`src/rtl/pq_pkg.sv`:
```
`timescale 1ns/1ps
package pq_pkg;
  localparam int PAGE_BITS = 12;
  localparam int DATA_W    = 64;

  typedef logic [1:0] pq_t;
  localparam pq_t PQ_IDLE   = 2'b00;
  localparam pq_t PQ_OFF    = 2'b01;
  localparam pq_t PQ_PEND   = 2'b10;
  localparam pq_t PQ_RETRIG = 2'b11;

  localparam logic [PAGE_BITS-1:0] ORDER_BIT = 12'h040;
  localparam logic [PAGE_BITS-1:0] OFF_EOI_LD = 12'h000;
  localparam logic [PAGE_BITS-1:0] OFF_EOI_ST = 12'h400;
  localparam logic [PAGE_BITS-1:0] OFF_GET    = 12'h800;
  localparam logic [PAGE_BITS-1:0] OFF_SET00  = 12'hC00;
  localparam logic [PAGE_BITS-1:0] OFF_SET01  = 12'hD00;
  localparam logic [PAGE_BITS-1:0] OFF_SET10  = 12'hE00;
  localparam logic [PAGE_BITS-1:0] OFF_SET11  = 12'hF00;
  localparam logic [DATA_W-1:0]    RD_INVALID = 64'h0000_0000_0000_00FF;

  typedef enum logic [2:0] {
    OP_NONE, OP_EOI, OP_GET, OP_SET00, OP_SET01, OP_SET10, OP_SET11, OP_BAD
  } pq_op_e;

  typedef struct packed {
    logic fire;
    pq_t  pq;
  } pq_step_t;

  // Load offset to operation; the ordering bit does not change the operation.
  function automatic pq_op_e decode_load(input logic [PAGE_BITS-1:0] off);
    logic [PAGE_BITS-1:0] base;
    pq_op_e op;
    base = off & ~ORDER_BIT;
    case (base)
      OFF_EOI_LD: op = OP_EOI;
      OFF_GET:    op = OP_GET;
      OFF_SET00:  op = OP_SET00;
      OFF_SET01:  op = OP_SET01;
      OFF_SET10:  op = OP_SET10;
      OFF_SET11:  op = OP_SET11;
      default:    op = OP_BAD;
    endcase
    return op;
  endfunction

  function automatic logic is_ordered(input logic [PAGE_BITS-1:0] off);
    return (off & ORDER_BIT) != '0;
  endfunction

  function automatic logic is_store_eoi(input logic [PAGE_BITS-1:0] off);
    return off == OFF_EOI_ST;
  endfunction

  // One access applied to a state.
  function automatic pq_step_t apply_op(input pq_op_e op, input pq_t cur);
    pq_step_t r;
    r.fire = 1'b0;
    r.pq   = cur;
    case (op)
      OP_EOI: begin
        if (cur == PQ_PEND) r.pq = PQ_IDLE;
        else if (cur == PQ_RETRIG) begin
          r.pq   = PQ_PEND;
          r.fire = 1'b1;
        end
      end
      OP_SET00: r.pq = PQ_IDLE;
      OP_SET01: r.pq = PQ_OFF;
      OP_SET10: r.pq = PQ_PEND;
      OP_SET11: r.pq = PQ_RETRIG;
      default:  r.pq = cur;
    endcase
    return r;
  endfunction

  // Trigger: forward from idle, otherwise record a re-trigger.
  function automatic pq_step_t apply_trigger(input pq_t cur);
    pq_step_t r;
    r.fire = (cur == PQ_IDLE);
    r.pq   = (cur == PQ_IDLE) ? PQ_PEND : PQ_RETRIG;
    return r;
  endfunction

  function automatic logic [DATA_W-1:0] format_rd(input logic ok, input pq_t old);
    return ok ? {{(DATA_W-2){1'b0}}, old} : RD_INVALID;
  endfunction
endpackage

```
`src/rtl/pq_src_cell.sv`:
```
`timescale 1ns/1ps
module pq_src_cell
  import pq_pkg::*;
(
  input  logic   clk,
  input  logic   rst_n,
  input  pq_op_e ld_op_i,
  input  logic   ld_after_st_i,
  input  logic   st_eoi_i,
  input  logic   trig_i,
  output pq_t    pq_o,
  output pq_t    ld_old_o,
  output logic   fire_o,
  output logic   p_next_o
);
  pq_t      pq_q;
  pq_op_e   op_first, op_second;
  pq_step_t first_s, second_s, trig_s;
  pq_op_e   st_op;

  assign st_op = st_eoi_i ? OP_EOI : OP_NONE;

  always_comb begin
    if (ld_after_st_i) begin
      op_first  = st_op;
      op_second = ld_op_i;
    end else begin
      op_first  = ld_op_i;
      op_second = st_op;
    end
    first_s  = apply_op(op_first, pq_q);
    second_s = apply_op(op_second, first_s.pq);
    if (trig_i) trig_s = apply_trigger(second_s.pq);
    else begin
      trig_s.fire = 1'b0;
      trig_s.pq   = second_s.pq;
    end
  end

  assign ld_old_o = ld_after_st_i ? first_s.pq : pq_q;
  assign fire_o   = first_s.fire | second_s.fire | trig_s.fire;
  assign p_next_o = trig_s.pq[1];
  assign pq_o     = pq_q;

  always_ff @(posedge clk or negedge rst_n) begin
    if (!rst_n) pq_q <= PQ_IDLE;
    else        pq_q <= trig_s.pq;
  end

  p_trig_sets_p_r5: assert property (@(posedge clk) disable iff (!rst_n)
    trig_i |=> pq_q[1]);
  p_set10_r3: assert property (@(posedge clk) disable iff (!rst_n)
    (ld_op_i == OP_SET10 && !st_eoi_i && !trig_i) |=> (pq_q == PQ_PEND));
  p_set01_r3: assert property (@(posedge clk) disable iff (!rst_n)
    (ld_op_i == OP_SET01 && !st_eoi_i && !trig_i) |=> (pq_q == PQ_OFF));
  p_get_keeps_r2: assert property (@(posedge clk) disable iff (!rst_n)
    (ld_op_i == OP_GET && !st_eoi_i && !trig_i) |=> $stable(pq_q));
  p_eoi_clears_r4: assert property (@(posedge clk) disable iff (!rst_n)
    (st_eoi_i && ld_op_i == OP_NONE && !trig_i && pq_q == PQ_PEND) |=> (pq_q == PQ_IDLE));
endmodule

```
`src/rtl/pq_ntf_sched.sv`:
```
`timescale 1ns/1ps
module pq_ntf_sched #(
  parameter int N     = 12,
  parameter int IDX_W = 4
) (
  input  logic             clk,
  input  logic             rst_n,
  input  logic [N-1:0]     set_i,
  input  logic [N-1:0]     keep_i,
  input  logic [N-1:0]     p_now_i,
  output logic             ntf_valid_o,
  output logic [IDX_W-1:0] ntf_src_o
);
  logic [N-1:0]     pend_q, pend_d, grant;
  logic [IDX_W-1:0] src_enc;

  always_comb begin
    grant   = pend_q & (~pend_q + N'(1));
    src_enc = '0;
    for (int i = 0; i < N; i++)
      if (grant[i]) src_enc = IDX_W'(i);
    pend_d = ((pend_q & ~grant) | set_i) & keep_i;
  end

  always_ff @(posedge clk or negedge rst_n) begin
    if (!rst_n) pend_q <= '0;
    else        pend_q <= pend_d;
  end

  assign ntf_valid_o = |pend_q;
  assign ntf_src_o   = src_enc;

  p_issue_has_p_r10: assert property (@(posedge clk) disable iff (!rst_n)
    ntf_valid_o |-> |(grant & p_now_i));
  p_issue_drains_r9: assert property (@(posedge clk) disable iff (!rst_n)
    (ntf_valid_o && ((grant & set_i) == '0)) |=> ((pend_q & $past(grant)) == '0));
  p_one_grant_r9: assert property (@(posedge clk) disable iff (!rst_n)
    $onehot0(grant));
endmodule

```
`src/rtl/irq_pq_coalescer.sv`:
```
`timescale 1ns/1ps
module irq_pq_coalescer
  import pq_pkg::*;
#(
  parameter int NUM_SRC = 12,
  parameter int IDX_W   = 4
) (
  input  logic                       clk,
  input  logic                       rst_n,
  input  logic                       ld_valid_i,
  input  logic [IDX_W+PAGE_BITS-1:0] ld_addr_i,
  input  logic                       st_valid_i,
  input  logic [IDX_W+PAGE_BITS-1:0] st_addr_i,
  input  logic                       trg_valid_i,
  input  logic [IDX_W-1:0]           trg_src_i,
  output logic                       rd_valid_o,
  output logic [DATA_W-1:0]          rd_data_o,
  output logic                       ntf_valid_o,
  output logic [IDX_W-1:0]           ntf_src_o
);
  localparam int ADDR_W = IDX_W + PAGE_BITS;
  localparam logic [IDX_W:0] SRC_LIMIT = (IDX_W+1)'(NUM_SRC);

  logic [IDX_W-1:0]     ld_idx, st_idx;
  logic [PAGE_BITS-1:0] ld_off, st_off;
  logic                 ld_mapped, st_mapped, trg_mapped;
  pq_op_e               ld_op;
  logic                 ld_known, ld_ordered, st_hit, trg_hit;

  assign ld_idx     = ld_addr_i[ADDR_W-1:PAGE_BITS];
  assign ld_off     = ld_addr_i[PAGE_BITS-1:0];
  assign st_idx     = st_addr_i[ADDR_W-1:PAGE_BITS];
  assign st_off     = st_addr_i[PAGE_BITS-1:0];
  assign ld_mapped  = {1'b0, ld_idx} < SRC_LIMIT;
  assign st_mapped  = {1'b0, st_idx} < SRC_LIMIT;
  assign trg_mapped = {1'b0, trg_src_i} < SRC_LIMIT;
  assign ld_op      = decode_load(ld_off);
  assign ld_known   = ld_valid_i && ld_mapped && (ld_op != OP_BAD);
  assign ld_ordered = is_ordered(ld_off);
  assign st_hit     = st_valid_i && st_mapped && is_store_eoi(st_off);
  assign trg_hit    = trg_valid_i && trg_mapped;

  pq_t              pq_now [NUM_SRC];
  pq_t              ld_old [NUM_SRC];
  logic [NUM_SRC-1:0] fire_vec, p_next, p_now;

  for (genvar i = 0; i < NUM_SRC; i++) begin : g_src
    localparam logic [IDX_W-1:0] IDX = IDX_W'(i);
    pq_op_e cell_op;
    assign cell_op  = (ld_known && ld_idx == IDX) ? ld_op : OP_NONE;
    assign p_now[i] = pq_now[i][1];
    pq_src_cell u_cell (
      .clk           (clk),
      .rst_n         (rst_n),
      .ld_op_i       (cell_op),
      .ld_after_st_i (ld_ordered),
      .st_eoi_i      (st_hit && st_idx == IDX),
      .trig_i        (trg_hit && trg_src_i == IDX),
      .pq_o          (pq_now[i]),
      .ld_old_o      (ld_old[i]),
      .fire_o        (fire_vec[i]),
      .p_next_o      (p_next[i])
    );
  end

  pq_t old_sel;
  always_comb begin
    old_sel = PQ_IDLE;
    for (int i = 0; i < NUM_SRC; i++)
      if (ld_idx == IDX_W'(i)) old_sel = ld_old[i];
  end

  logic              rd_valid_q;
  logic [DATA_W-1:0] rd_data_q;
  always_ff @(posedge clk or negedge rst_n) begin
    if (!rst_n) begin
      rd_valid_q <= 1'b0;
      rd_data_q  <= '0;
    end else begin
      rd_valid_q <= ld_valid_i;
      if (ld_valid_i) rd_data_q <= format_rd(ld_known, old_sel);
    end
  end
  assign rd_valid_o = rd_valid_q;
  assign rd_data_o  = rd_data_q;

  pq_ntf_sched #(.N(NUM_SRC), .IDX_W(IDX_W)) u_sched (
    .clk         (clk),
    .rst_n       (rst_n),
    .set_i       (fire_vec),
    .keep_i      (p_next),
    .p_now_i     (p_now),
    .ntf_valid_o (ntf_valid_o),
    .ntf_src_o   (ntf_src_o)
  );

  p_rd_follows_ld_r2: assert property (@(posedge clk) disable iff (!rst_n)
    ld_valid_i |=> rd_valid_o);
  p_rd_only_after_ld_r2: assert property (@(posedge clk) disable iff (!rst_n)
    !ld_valid_i |=> !rd_valid_o);
  p_unmapped_ff_r8: assert property (@(posedge clk) disable iff (!rst_n)
    (ld_valid_i && !ld_mapped) |=> (rd_data_o == RD_INVALID));
endmodule

```
`config.mk`:
```
export PLATFORM = sky130hd
export DESIGN_NAME = irq_pq_coalescer
export DESIGN_NICKNAME = d
export VERILOG_FILES = /design/src/rtl/pq_pkg.sv /design/src/rtl/pq_src_cell.sv /design/src/rtl/pq_ntf_sched.sv /design/src/rtl/irq_pq_coalescer.sv
export SDC_FILE = /design/constraint.sdc
export NUM_CORES = 1
export LEC_CHECK = 0
export ABC_AREA = 1
export BUFFER_PORTS_ARGS = -buffer_cell sky130_fd_sc_hd__buf_2
export CAP_MARGIN = 10
export CORE_UTILIZATION = 58
export DETAILED_ROUTE_END_ITERATION = 6
export GPL_TIMING_DRIVEN = 0
export HOLD_SLACK_MARGIN = 0.12
export PLACE_DENSITY = 0.84
export SETUP_SLACK_MARGIN = 0.15
export SYNTH_ARGS = -nofsm -noshare
export SYNTH_HDL_FRONTEND = slang
export SYNTH_SLANG_ARGS = --single-unit
```
`constraint.sdc`:
```
create_clock -name clk -period 2.9 [get_ports clk]
set_clock_uncertainty 0.05 [all_clocks]
set_input_delay 0.435 -clock clk [delete_from_list [all_inputs] [get_ports clk]]
set_output_delay 0.435 -clock clk [all_outputs]
set_load 0.05 [all_outputs]
```
==> results of run 1 <==
==> cell usage in the layout (no fill, tap or decap), types with 4 or more instances in the layout <==
master / count
a21oi_1: 50
o21ai_2: 9
nand2_2: 23
a22oi_1: 4
nand2_1: 159
or2_1: 6
nor3_1: 16
nand4_1: 34
a21oi_2: 10
buf_4: 121
o31ai_1: 4
or2_2: 4
nor2_4: 31
conb_1: 56
buf_6: 10
clkbuf_1: 6
a31oi_1: 10
nor2_1: 159
nand3_2: 15
nand3_1: 56
inv_2: 17
a41oi_1: 4
o211ai_1: 8
clkbuf_8: 5
nand2_4: 9
o2111ai_1: 4
buf_2: 49
dfrtp_1: 40
clkbuf_2: 9
o21a_1: 5
inv_1: 156
o21ai_0: 41
buf_8: 4
nor3_2: 9
o21ai_1: 12
nor2_2: 35
==> worst min path at each step <==
| stage | from | end | slack (ps) | depth (start not counted) |
|---|---|---|---|---|
| 3_3_place_gp | rd_data_o[1]$_DFFE_PN0P_ | rd_data_o[1]$_DFFE_PN0P_ | 440 | 2 |
| 3_5_place_dp | rd_data_o[1]$_DFFE_PN0P_ | rd_data_o[1]$_DFFE_PN0P_ | 460 | 2 |
| 6_report | rst_n | g_src[0].u_cell.pq_o[1]$_DFF_PN0_ | 230 | 1 |
| 4_1_cts | ld_valid_i | rd_valid_o$_DFF_PN0_ | 240 | 1 |
| 2_1_floorplan | rst_n | g_src[0].u_cell.pq_o[0]$_DFF_PN0_ | 90 | 0 |
| 5_1_grt | ld_valid_i | rd_valid_o$_DFF_PN0_ | 250 | 1 |
==> metrics by stage <==
| step | setup TNS, ps | setup WS (ps) | instance area [sq um] | cells |
|---|---|---|---|---|
| after CTS | -844 | -216 | 7110 | 1344 |
| final | -1590 | -357 | 8040 | 1377 |
| after floorplan | -59.9 | -59.9 | 6220 | 1119 |
| after global routing | -2310 | -483 | 8040 | 1377 |
| after global placement | -4940 | -497 | 6660 | 1305 |
| after detailed placement | -4830 | -457 | 6660 | 1305 |
==> layer usage <==
layer	track usage	wire, um
met5	0	0
met4	0.181	1430
met3	0.0856	3100
met2	0.602	9590
met1	0.486	8270
==> worst max-delay path, delay by kind of cell (launching register included) <==
family | cells | cell delay, ps
AO/OA/AOI/OAI | 1 | 90
AND/OR/NAND/NOR | 2 | 230
buffers and inverters | 19 | 2380
flip-flops | 1 | 410
==> area by class of cell <==
cell class	count	area [sq um]	area share
buffer	85	583	0.0726
clock buffer	5	68.8	0.00856
clock inverter	2	12.5	0.00156
inverter	175	664	0.0827
multi-input combinational	819	4690	0.584
sequential	40	1000	0.125
tap	133	166	0.0207
timing repair buffer	118	846	0.105
==> cell families (layout without fill, tap and decap cells) <==
kind of cell	Yosys count	in the layout
AOI/OAI and AO/OA	191	191
buffers and inverters	260	385
DFF	40	40
other	1	56
and+or+nand+nor	572	572
==> flip-flops by register name, indices dropped and copies added, names as in the netlist <==
| signal | flops |
|---|---|
| g_src.u_cell.pq_o | 24 |
| rd_data_o | 3 |
| rd_valid_o | 1 |
| u_sched.pend_q | 12 |
==> power breakdown <==
group | switching (W) | internal (W) | total [W]
sequential | 0.0000698 | 0.000619 | 0.000689
combinational | 0.000865 | 0.000523 | 0.00139
clock | 0.000219 | 0.000163 | 0.000383
total | 0.00115 | 0.00131 | 0.00246
==> repair_timing <==
item | 4_1_cts | 5_1_grt
buffers inserted | 32 | 33
gates resized for setup | 45 | 179
setup endpoints to repair | 12 | 36
pin swaps | 13 | 70
hold endpoints to repair | 0 | 0
==> results by group, run 1 <==
Run status
  – Outcome: finished, violations left
  – Failing checks: DRC, setup timing

Clock network
  – Clk slew on worst S/H paths: 80 ps
  – Root Driver: clkbuf_8
  – Clk sink count: 40
  – CTS tree: built
  – CTS Buffer Depth: 2
  – CTS H-tree lvls: 2
  – Latest clock arrival within the worst-skew pair: 310 ps
  – Hold Buf Count CTS: 0
  – Total CTS buffers: 5

Synth
  – Post-synthesis mux area share: 0
  – Top cell type's share of synthesized area: 0.167
  – Top-count cell post-synth: nor2_1
  – Post-synth EDFFs: 0
  – Ys Warns: 0
  – Xor and xnor area share after synthesis: 0
  – Fraction of registers with async set/reset: 1.00
  – Post-synthesis simple-gate area fraction: 0.435
  – Post-synthesis sequential area ratio: 0.167
  – Synth unique cells: 57
  – Flop and latch count out of synthesis: 40
  – Most used DFF post-synth: dfrtp_1
  – Average cell area after synthesis: 5.65 sq um
  – Largest family of logic cells by synthesized area: simple AND/OR/NAND/NOR gates
  – Mapped Cells: 1064
  – Mapped Area: 6010 sq um
  – Post-synthesis compound-gate area fraction: 0.195
  – Most area-hungry cell type in the Yosys netlist: dfrtp_1
  – Commonest cells post-synth: nor2_1 (209), nand2_1 (181), inv_1 (165)
  – Area contributors post-synth: dfrtp_1 (17%), nor2_1 (13%), nand2_1 (11%), inv_1 (10%), buf_4 (7.7%)
  – Adder-cell area share of the yosys netlist: 0

Critical path
  – Crit Path Max Fanout: 2
  – Worst Setup SP: u_sched.pend_q[0]$_DFF_PN0_
  – Worst EP arrival: 3390 ps
  – CP peak stage delay: 410 ps
  – WP data required: 3030 ps
  – Crit path capture: u_sched.pend_q[2]$_DFF_PN0_
  – RR Endpoint: u_sched.pend_q[2]$_DFF_PN0_
  – CP endpoint kind: flip-flop
  – Reg2reg setup slack: -360 ps
  – Cell depth of the worst flop-to-flop path: 22
  – CP Cell Sequence: nor2_2 > inv_2 > buf_4 > buf_4 > buf_4 > buf_4 > buf_4 > buf_4 > buf_4 > buf_4 > buf_4 > buf_4 > buf_4 > buf_4 > buf_4 > buf_4 > buf_4 > buf_4 > buf_4 > buf_4 > nand2_2 > a41oi_2
  – Worst r2r src: u_sched.pend_q[0]$_DFF_PN0_
  – Startpoint Class: flip-flop
  – Kind of critical path: reg -> reg
  – Slowest stage cell, crit path: dfrtp_1
  – Worst path most repeated cell: buf_4

Timing
  – Final Hold Viols: 0
  – Slew Viols, Final: 0
  – Slew headroom: 0.348
  – Worst setup margin: -357 ps
  – Final setup viols: 7
  – Fin crit period: 3260 ps
  – Fin crit share: 1.12
  – Hold_ws: 229 ps
  – Worst-Margin Slew: 978 ps
  – Achievable frequency: 307 MHz
  – RSZ-0062 raised after global routing: yes

Detailed routing
  – Vias per inst: 5.88
  – Via count: 8093
  – Antenna violation net count after detailed routing: 0
  – Starting DRT DRC Count: 1228
  – Final wirelength: 22.4 mm
  – Initial DRT Pass Iterations: 7
  – DRC violations left: 5
  – Post-detailed-route wirelength per cell: 16.3 um

Power and ir drop
  – Total power after layout: 0.00246 W
  – Static leakage: 3.87 nW
  – Worst vdd ir: 0.322 mV
  – Power Density: 306 nW/um^2

Die
  – FP Rows: 36
  – Die width: 104 um
  – Placeable Area: 9910 sq um
  – Area of the die: 10800 sq um
  – Initial core utilization: 0.606
  – Io pins: 111
  – Die Span Y: 104 um

Final layout
  – Number of filler cells placed in the layout: 728
  – Post-Route Utilization: 0.811
  – Ant diodes: 0
  – Final #Nets: 1285
  – Area delta synth->final: 33.8%
  – Layout cell share with drive strength beyond 1: 0.318

Placed design
  – Hpwl dp: 14.9 mm
  – Gp weighted congestion: 1.03
  – PortBufs: 53

Flow run
  – Max-cap violation count: 0

Worst hold path
  – Worst min path class: in -> async

GRT
  – Largest net degree at the start of global routing: 41
  – Wire length of the first global-routing pass: 32.7 mm
  – Initial antenna violation count: 0
  – Grt ovf: 0
  – Total track usage: 0.379
  – Vias in the first global route: 6822
(Power assumes the default switching activity.)
==> run 2: changes to the inputs <==
--- a/config.mk
+++ b/config.mk
@@ -13,7 +13,7 @@
 export GPL_TIMING_DRIVEN = 0
 export HOLD_SLACK_MARGIN = 0.12
 export PLACE_DENSITY = 0.84
-export SETUP_SLACK_MARGIN = 0.15
+export SETUP_SLACK_MARGIN = 0.05
 export SYNTH_ARGS = -nofsm -noshare
 export SYNTH_HDL_FRONTEND = slang
 export SYNTH_SLANG_ARGS = --single-unit
==> run 2 against run 1 <==
  * The flow finishes with violations (setup timing)
  * Flip-flop and latch count is the same
  * Largest power group unchanged
  * Critical endpoint is now ntf_valid_o
  * Largest cell class unchanged
  * Final area shrank 5.4%
  * Combinational power fell by 7%
==> results by group, run 2 (synthesized netlist as in run 1, its figures left out) <==
Final layout
  – Most frequent cells in the layout: nor2_1 (175), nand2_1 (171), inv_1 (158)
  – Area delta synth->final: 26.5%
  – Layout cell share with drive strength beyond 1: 0.259
  – Post-Route Utilization: 0.767
  – Final cell area excluding filler cells: 7600 sq um
  – Max FFs per register: 24
  – Final #Nets: 1270
  – Ant diodes: 0
  – Commonest non-fill, non-tap cell in the layout: nor2_1

Critical path
  – WP data required: 2410 ps
  – CP endpoint kind: output pin
  – Kind of critical path: reg -> out
  – CP Cell Sequence: nor2_2 > inv_2 > nor2_4 > inv_2 > nor2_4 > inv_2 > nor2_4 > inv_1 > nor2_1 > inv_1 > nor2_2 > inv_1 > nor2_2 > inv_2 > nor2_4 > nand2_4 > nor2_4 > buf_4 > nand2_1 > buf_6
  – Worst path most repeated cell: nor2_4
  – Startpoint Class: flip-flop
  – CP peak stage delay: 420 ps
  – Worst Path Buf+Inv: 9
  – Worst EP arrival: 2670 ps
  – Slowest stage cell, crit path: dfrtp_1
  – CP top delay family: simple AND/OR/NAND/NOR gates
  – Crit Path Max Fanout: 3

Timing
  – Worst-Margin Slew: 970 ps
  – Hold_ws: 223 ps
  – Fin crit share: 1.09
  – Slew Viols, Final: 0
  – Achievable frequency: 317 MHz
  – Setup TNS: -853 ps
  – Worst setup margin: -259 ps
  – Final setup viols: 4
  – RSZ-0062 raised after global routing: yes
  – Final Hold Viols: 0
  – Fin crit period: 3160 ps
  – Slew headroom: 0.353

Detailed routing
  – Final wirelength: 21.3 mm
  – Initial DRT Pass Iterations: 6
  – Post-detailed-route wirelength per cell: 15.7 um
  – Via count: 7847
  – Vias per inst: 5.76
  – DRC violations left: 0
  – Antenna violation net count after detailed routing: 0
  – Starting DRT DRC Count: 1044

Clock network
  – CTS Buffer Depth: 2
  – Latest clock arrival within the worst-skew pair: 310 ps
  – CTS H-tree lvls: 2
  – Total CTS buffers: 5
  – Clk sink count: 40
  – CTS tree: built
  – Clk slew on worst S/H paths: 80 ps
  – Root Driver: clkbuf_8
  – Hold Buf Count CTS: 0

Placed design
  – Hpwl dp: 14.9 mm
  – Gp weighted congestion: 1.03
  – PortBufs: 53
  – Post-place instance area: 6660 sq um
  – Setup slack after placement: -457 ps

Run status
  – Failing checks: setup timing
  – Outcome: finished, violations left

Die
  – Initial core utilization: 0.606
  – FP Rows: 36
  – Placeable Area: 9910 sq um
  – Die width: 104 um
  – Area of the die: 10800 sq um
  – Die Span Y: 104 um
  – Io pins: 111

GRT
  – Initial antenna violation count: 0
  – Largest net degree at the start of global routing: 41
  – Total track usage: 0.374
  – Grt ovf: 0
  – Wire length of the first global-routing pass: 32.4 mm
  – Vias in the first global route: 6749

Power and ir drop
  – Worst vdd ir: 0.323 mV
  – Static leakage: 3.76 nW
  – Power Density: 311 nW/um^2

Worst hold path
  – Worst min path class: in -> async

Flow run
  – Max-cap violation count: 0
run 2: worst paths after layout:
kind                                             start  depth (start not counted)  slack, ps                                 to
max in group asynchronous                        rst_n                          1       1960       u_sched.pend_q[11]$_DFF_PN0_
hold reg to reg               rd_data_o[1]$_DFFE_PN0P_                          2        450           rd_data_o[1]$_DFFE_PN0P_
min in group clk                            ld_valid_i                          1        240               rd_valid_o$_DFF_PN0_
setup / recovery           u_sched.pend_q[1]$_DFF_PN0_                         20       -260                        ntf_valid_o
hold / removal                                   rst_n                          1        220  g_src[0].u_cell.pq_o[1]$_DFF_PN0_
setup reg to reg           u_sched.pend_q[1]$_DFF_PN0_                         22        150       u_sched.pend_q[11]$_DFF_PN0_
run 2: worst reg2reg max path, delay by kind of cell (launching register included):
| kind | cells | cell delay (ps) |
|---|---|---|
| AOI/OAI and AO/OA | 2 | 230 |
| DFF | 1 | 420 |
| and+or+nand+nor | 11 | 1260 |
| buffers and inverters | 9 | 670 |
run 2: per-layer routing:
| layer | routed length, um | GRT usage | vias up | share of wire |
|---|---|---|---|---|
| li1 | - | - | 3683 | - |
| met1 | 8350 | 0.483 | 3440 | 0.39 |
| met2 | 9200 | 0.590 | 594 | 0.43 |
| met3 | 2700 | 0.0837 | 130 | 0.13 |
| met4 | 1100 | 0.185 | 0 | 0.051 |
| met5 | 0 | 0 | - | 0 |
run 2: repair_timing:
item | 4_1_cts | 5_1_grt
setup buffers | 30 | 25
pin swaps | 4 | 46
resized for setup | 23 | 122
endpoints found under the setup margin | 8 | 31
run 2: where the power goes:
| group | switching (W) | internal [W] |
|---|---|---|
| Sequential | 0.0000693 | 0.000619 |
| Combinational | 0.000819 | 0.000471 |
| Clock | 0.000220 | 0.000163 |
run 2: through the flow:
stage,power (W),cells
floorplan,0.00141,1119
global placement,0.00163,1305
detailed placement,0.00164,1305
CTS,0.00222,1341
global route,0.00248,1362
finish,0.00236,1362
run 2: final cells by class:
type                            instances  area (sq um)
Tap cell                              133           166
Multi-Input combinational cell        819          4380
Sequential cell                        40          1000
Clock inverter                          2          12.5
Fill cell                             821          2310
Clock buffer                            5          68.8
Inverter                              175           664
Buffer                                 85           583
Timing Repair Buffer                  103           721
==> run 3: changes to the inputs <==
--- a/config.mk
+++ b/config.mk
@@ -13,6 +13,7 @@
 export GPL_TIMING_DRIVEN = 0
 export HOLD_SLACK_MARGIN = 0.12
 export PLACE_DENSITY = 0.84
+export RECOVER_POWER = 50
 export SETUP_SLACK_MARGIN = 0.05
 export SYNTH_ARGS = -nofsm -noshare
 export SYNTH_HDL_FRONTEND = slang
==> run 3 against run 2 <==
  * The flow finishes with violations (capacitance limit, slew limit, setup timing)
  * Combinational power about the same
  * Utilization shrank 0.050 points
  * Flip-flop and latch count is the same
  * Final cell count did not move
  * Sequential share of layout area about the same
  * Maximum frequency is essentially flat
  * Clock power hardly changed
  * Sequential power barely moved
  * Worst setup slack worse by 2.9 ps
  * Critical path type unchanged
==> results by group, run 3 (synthesized netlist as in run 1, its figures left out) <==
Detailed routing
  – DRC violations left: 0
  – Initial DRT Pass Iterations: 6
  – Final wirelength: 21.4 mm
  – Post-detailed-route wirelength per cell: 15.7 um
  – Antenna violation net count after detailed routing: 0
  – Vias per inst: 5.75
  – Starting DRT DRC Count: 1059
  – Via count: 7837

Final layout
  – Commonest non-fill, non-tap cell in the layout: nor2_1
  – Number of filler cells placed in the layout: 825
  – Final #Nets: 1270
  – Layout cell share with drive strength beyond 1: 0.255
  – Max FFs per register: 24
  – Ant diodes: 0
  – Post-Route Utilization: 0.766
  – Most frequent cells in the layout: nor2_1 (175), nand2_1 (171), inv_1 (158)
  – Area delta synth->final: 26.4%

Clock network
  – Root Driver: clkbuf_8
  – CTS Buffer Depth: 2
  – CTS H-tree lvls: 2
  – CTS tree: built
  – Clk sink count: 40
  – Clk slew on worst S/H paths: 80 ps
  – Hold Buf Count CTS: 0
  – Latest clock arrival within the worst-skew pair: 310 ps
  – Total CTS buffers: 5

Critical path
  – Startpoint Class: flip-flop
  – WP data required: 2410 ps
  – CP Cell Sequence: nor2_2 > inv_2 > nor2_4 > inv_2 > nor2_4 > inv_2 > nor2_4 > inv_1 > nor2_1 > inv_1 > nor2_2 > inv_1 > nor2_2 > inv_2 > nor2_4 > nand2_4 > nor2_4 > buf_4 > nand2_1 > buf_6
  – Kind of critical path: reg -> out
  – CP endpoint kind: output pin
  – CP peak stage delay: 420 ps
  – Slowest stage cell, crit path: dfrtp_1
  – Worst path most repeated cell: nor2_4
  – Worst EP arrival: 2680 ps
  – Crit Path Max Fanout: 3

Timing
  – Fin crit share: 1.09
  – Slew Viols, Final: 41
  – Worst-Margin Slew: 2330 ps
  – Slew headroom: -0.553
  – RSZ-0062 raised after global routing: yes
  – Setup TNS: -861 ps
  – Worst setup margin: -262 ps
  – Final setup viols: 4
  – Fin crit period: 3160 ps
  – Final Hold Viols: 0
  – Achievable frequency: 316 MHz

GRT
  – Total track usage: 0.374
  – GR Layer Usage met2: 0.590
  – Initial antenna violation count: 0
  – Largest net degree at the start of global routing: 41
  – Wire length of the first global-routing pass: 32.4 mm
  – Grt ovf: 0
  – GRT Max-Usage Layer: met2
  – Met3 Resource Use GR: 0.0837
  – Vias in the first global route: 6749
  – GR Util met1: 0.483

Die
  – Io pins: 111
  – Die Span Y: 104 um
  – Area of the die: 10800 sq um
  – Initial core utilization: 0.606
  – Die width: 104 um
  – Placeable Area: 9910 sq um
  – FP Rows: 36

Power and ir drop
  – Switching Share: 0.469
  – Clock power share: 0.162
  – Sw Pwr: 0.00111 W
  – P_int: 0.00125 W
  – Power Density: 311 nW/um^2
  – Combinational share of power: 0.546
  – Flop pwr share: 0.292
  – Static leakage: 3.75 nW
  – Worst vdd ir: 0.323 mV

Run status
  – Failing checks: capacitance limit, slew limit, setup timing
  – Outcome: finished, violations left

Placed design
  – PortBufs: 53
  – Setup slack after placement: -457 ps
  – Gp weighted congestion: 1.03
  – Hpwl dp: 14.9 mm

Flow run
  – Max-cap violation count: 1

Worst hold path
  – Worst min path class: in -> reg
==> run 3: cell count changes in the layout (fill, tap and decap cells not counted), sizes merged <==
cell / previous run / this run
buf: 173 / 169
clkbuf: 20 / 24
==> run 3: per-stage QoR <==
step | total power (W) | hold slack (ps) | std cells | cell area, sq um
detailed placement | 0.00164 | 457 | 1305 | 6660
floorplan | 0.00141 | 89.4 | 1119 | 6220
CTS | 0.00222 | 236 | 1341 | 7020
global placement | 0.00163 | 436 | 1305 | 6660
global route | 0.00248 | 268 | 1362 | 7590
finish | 0.00236 | 261 | 1362 | 7590
==> run 3: cell type report <==
cell class | instances | area, sq um | area share
clock inverter | 2 | 12.5 | 0.00165
timing repair buffer | 103 | 716 | 0.0942
tap | 133 | 166 | 0.0219
multi-input combinational | 819 | 4380 | 0.577
sequential | 40 | 1000 | 0.132
buffer | 85 | 583 | 0.0768
clock buffer | 5 | 68.8 | 0.00906
inverter | 175 | 664 | 0.0875
==> run 3: path summary, 6_finish.rpt <==
path,from,end,slack [ps],cells past startpoint
max in group asynchronous,rst_n,u_sched.pend_q[11]$_DFF_PN0_,690,1
setup / recovery,u_sched.pend_q[1]$_DFF_PN0_,ntf_valid_o,-260,20
min in group asynchronous,rst_n,g_src[0].u_cell.pq_o[1]$_DFF_PN0_,770,1
hold / removal,ld_valid_i,rd_valid_o$_DFF_PN0_,260,1
setup reg to reg,u_sched.pend_q[1]$_DFF_PN0_,u_sched.pend_q[11]$_DFF_PN0_,150,22
hold reg to reg,rd_data_o[1]$_DFFE_PN0P_,rd_data_o[1]$_DFFE_PN0P_,450,2
==> run 3: power groups by stage <==
| stage | logic [W] | clock network, W | registers (W) |
|---|---|---|---|
| 6_report | 0.00129 | 0.000382 | 0.000688 |
| 5_1_grt | 0.00138 | 0.000406 | 0.000695 |
| 4_1_cts | 0.00114 | 0.000389 | 0.000682 |
| 3_5_place_dp | 0.000946 | 0 | 0.000689 |
| 3_3_place_gp | 0.000938 | 0 | 0.000689 |
| 2_1_floorplan | 0.000737 | 0 | 0.000673 |
==> run 3: per-layer routing <==
| layer | vias to the layer above | wire length [um] |
|---|---|---|
| li1 | 3682 | - |
| met1 | 3420 | 8300 |
| met2 | 598 | 9120 |
| met3 | 137 | 2770 |
| met4 | 0 | 1180 |
| met5 | - | 0 |
==> run 3: timing repair <==
action | 4_1_cts | 5_1_grt
cloned | 0 | 0
gates resized for setup | 23 | 122
pin swaps | 4 | 46
setup endpoints to repair | 8 | 31
buffers inserted | 30 | 25
==> run 3: critical path, delay by kind of cell, from the launching register on <==
kind	cells	cell delay [ps]
buf+inv	9	720
flops	1	420
simple gates	11	1220
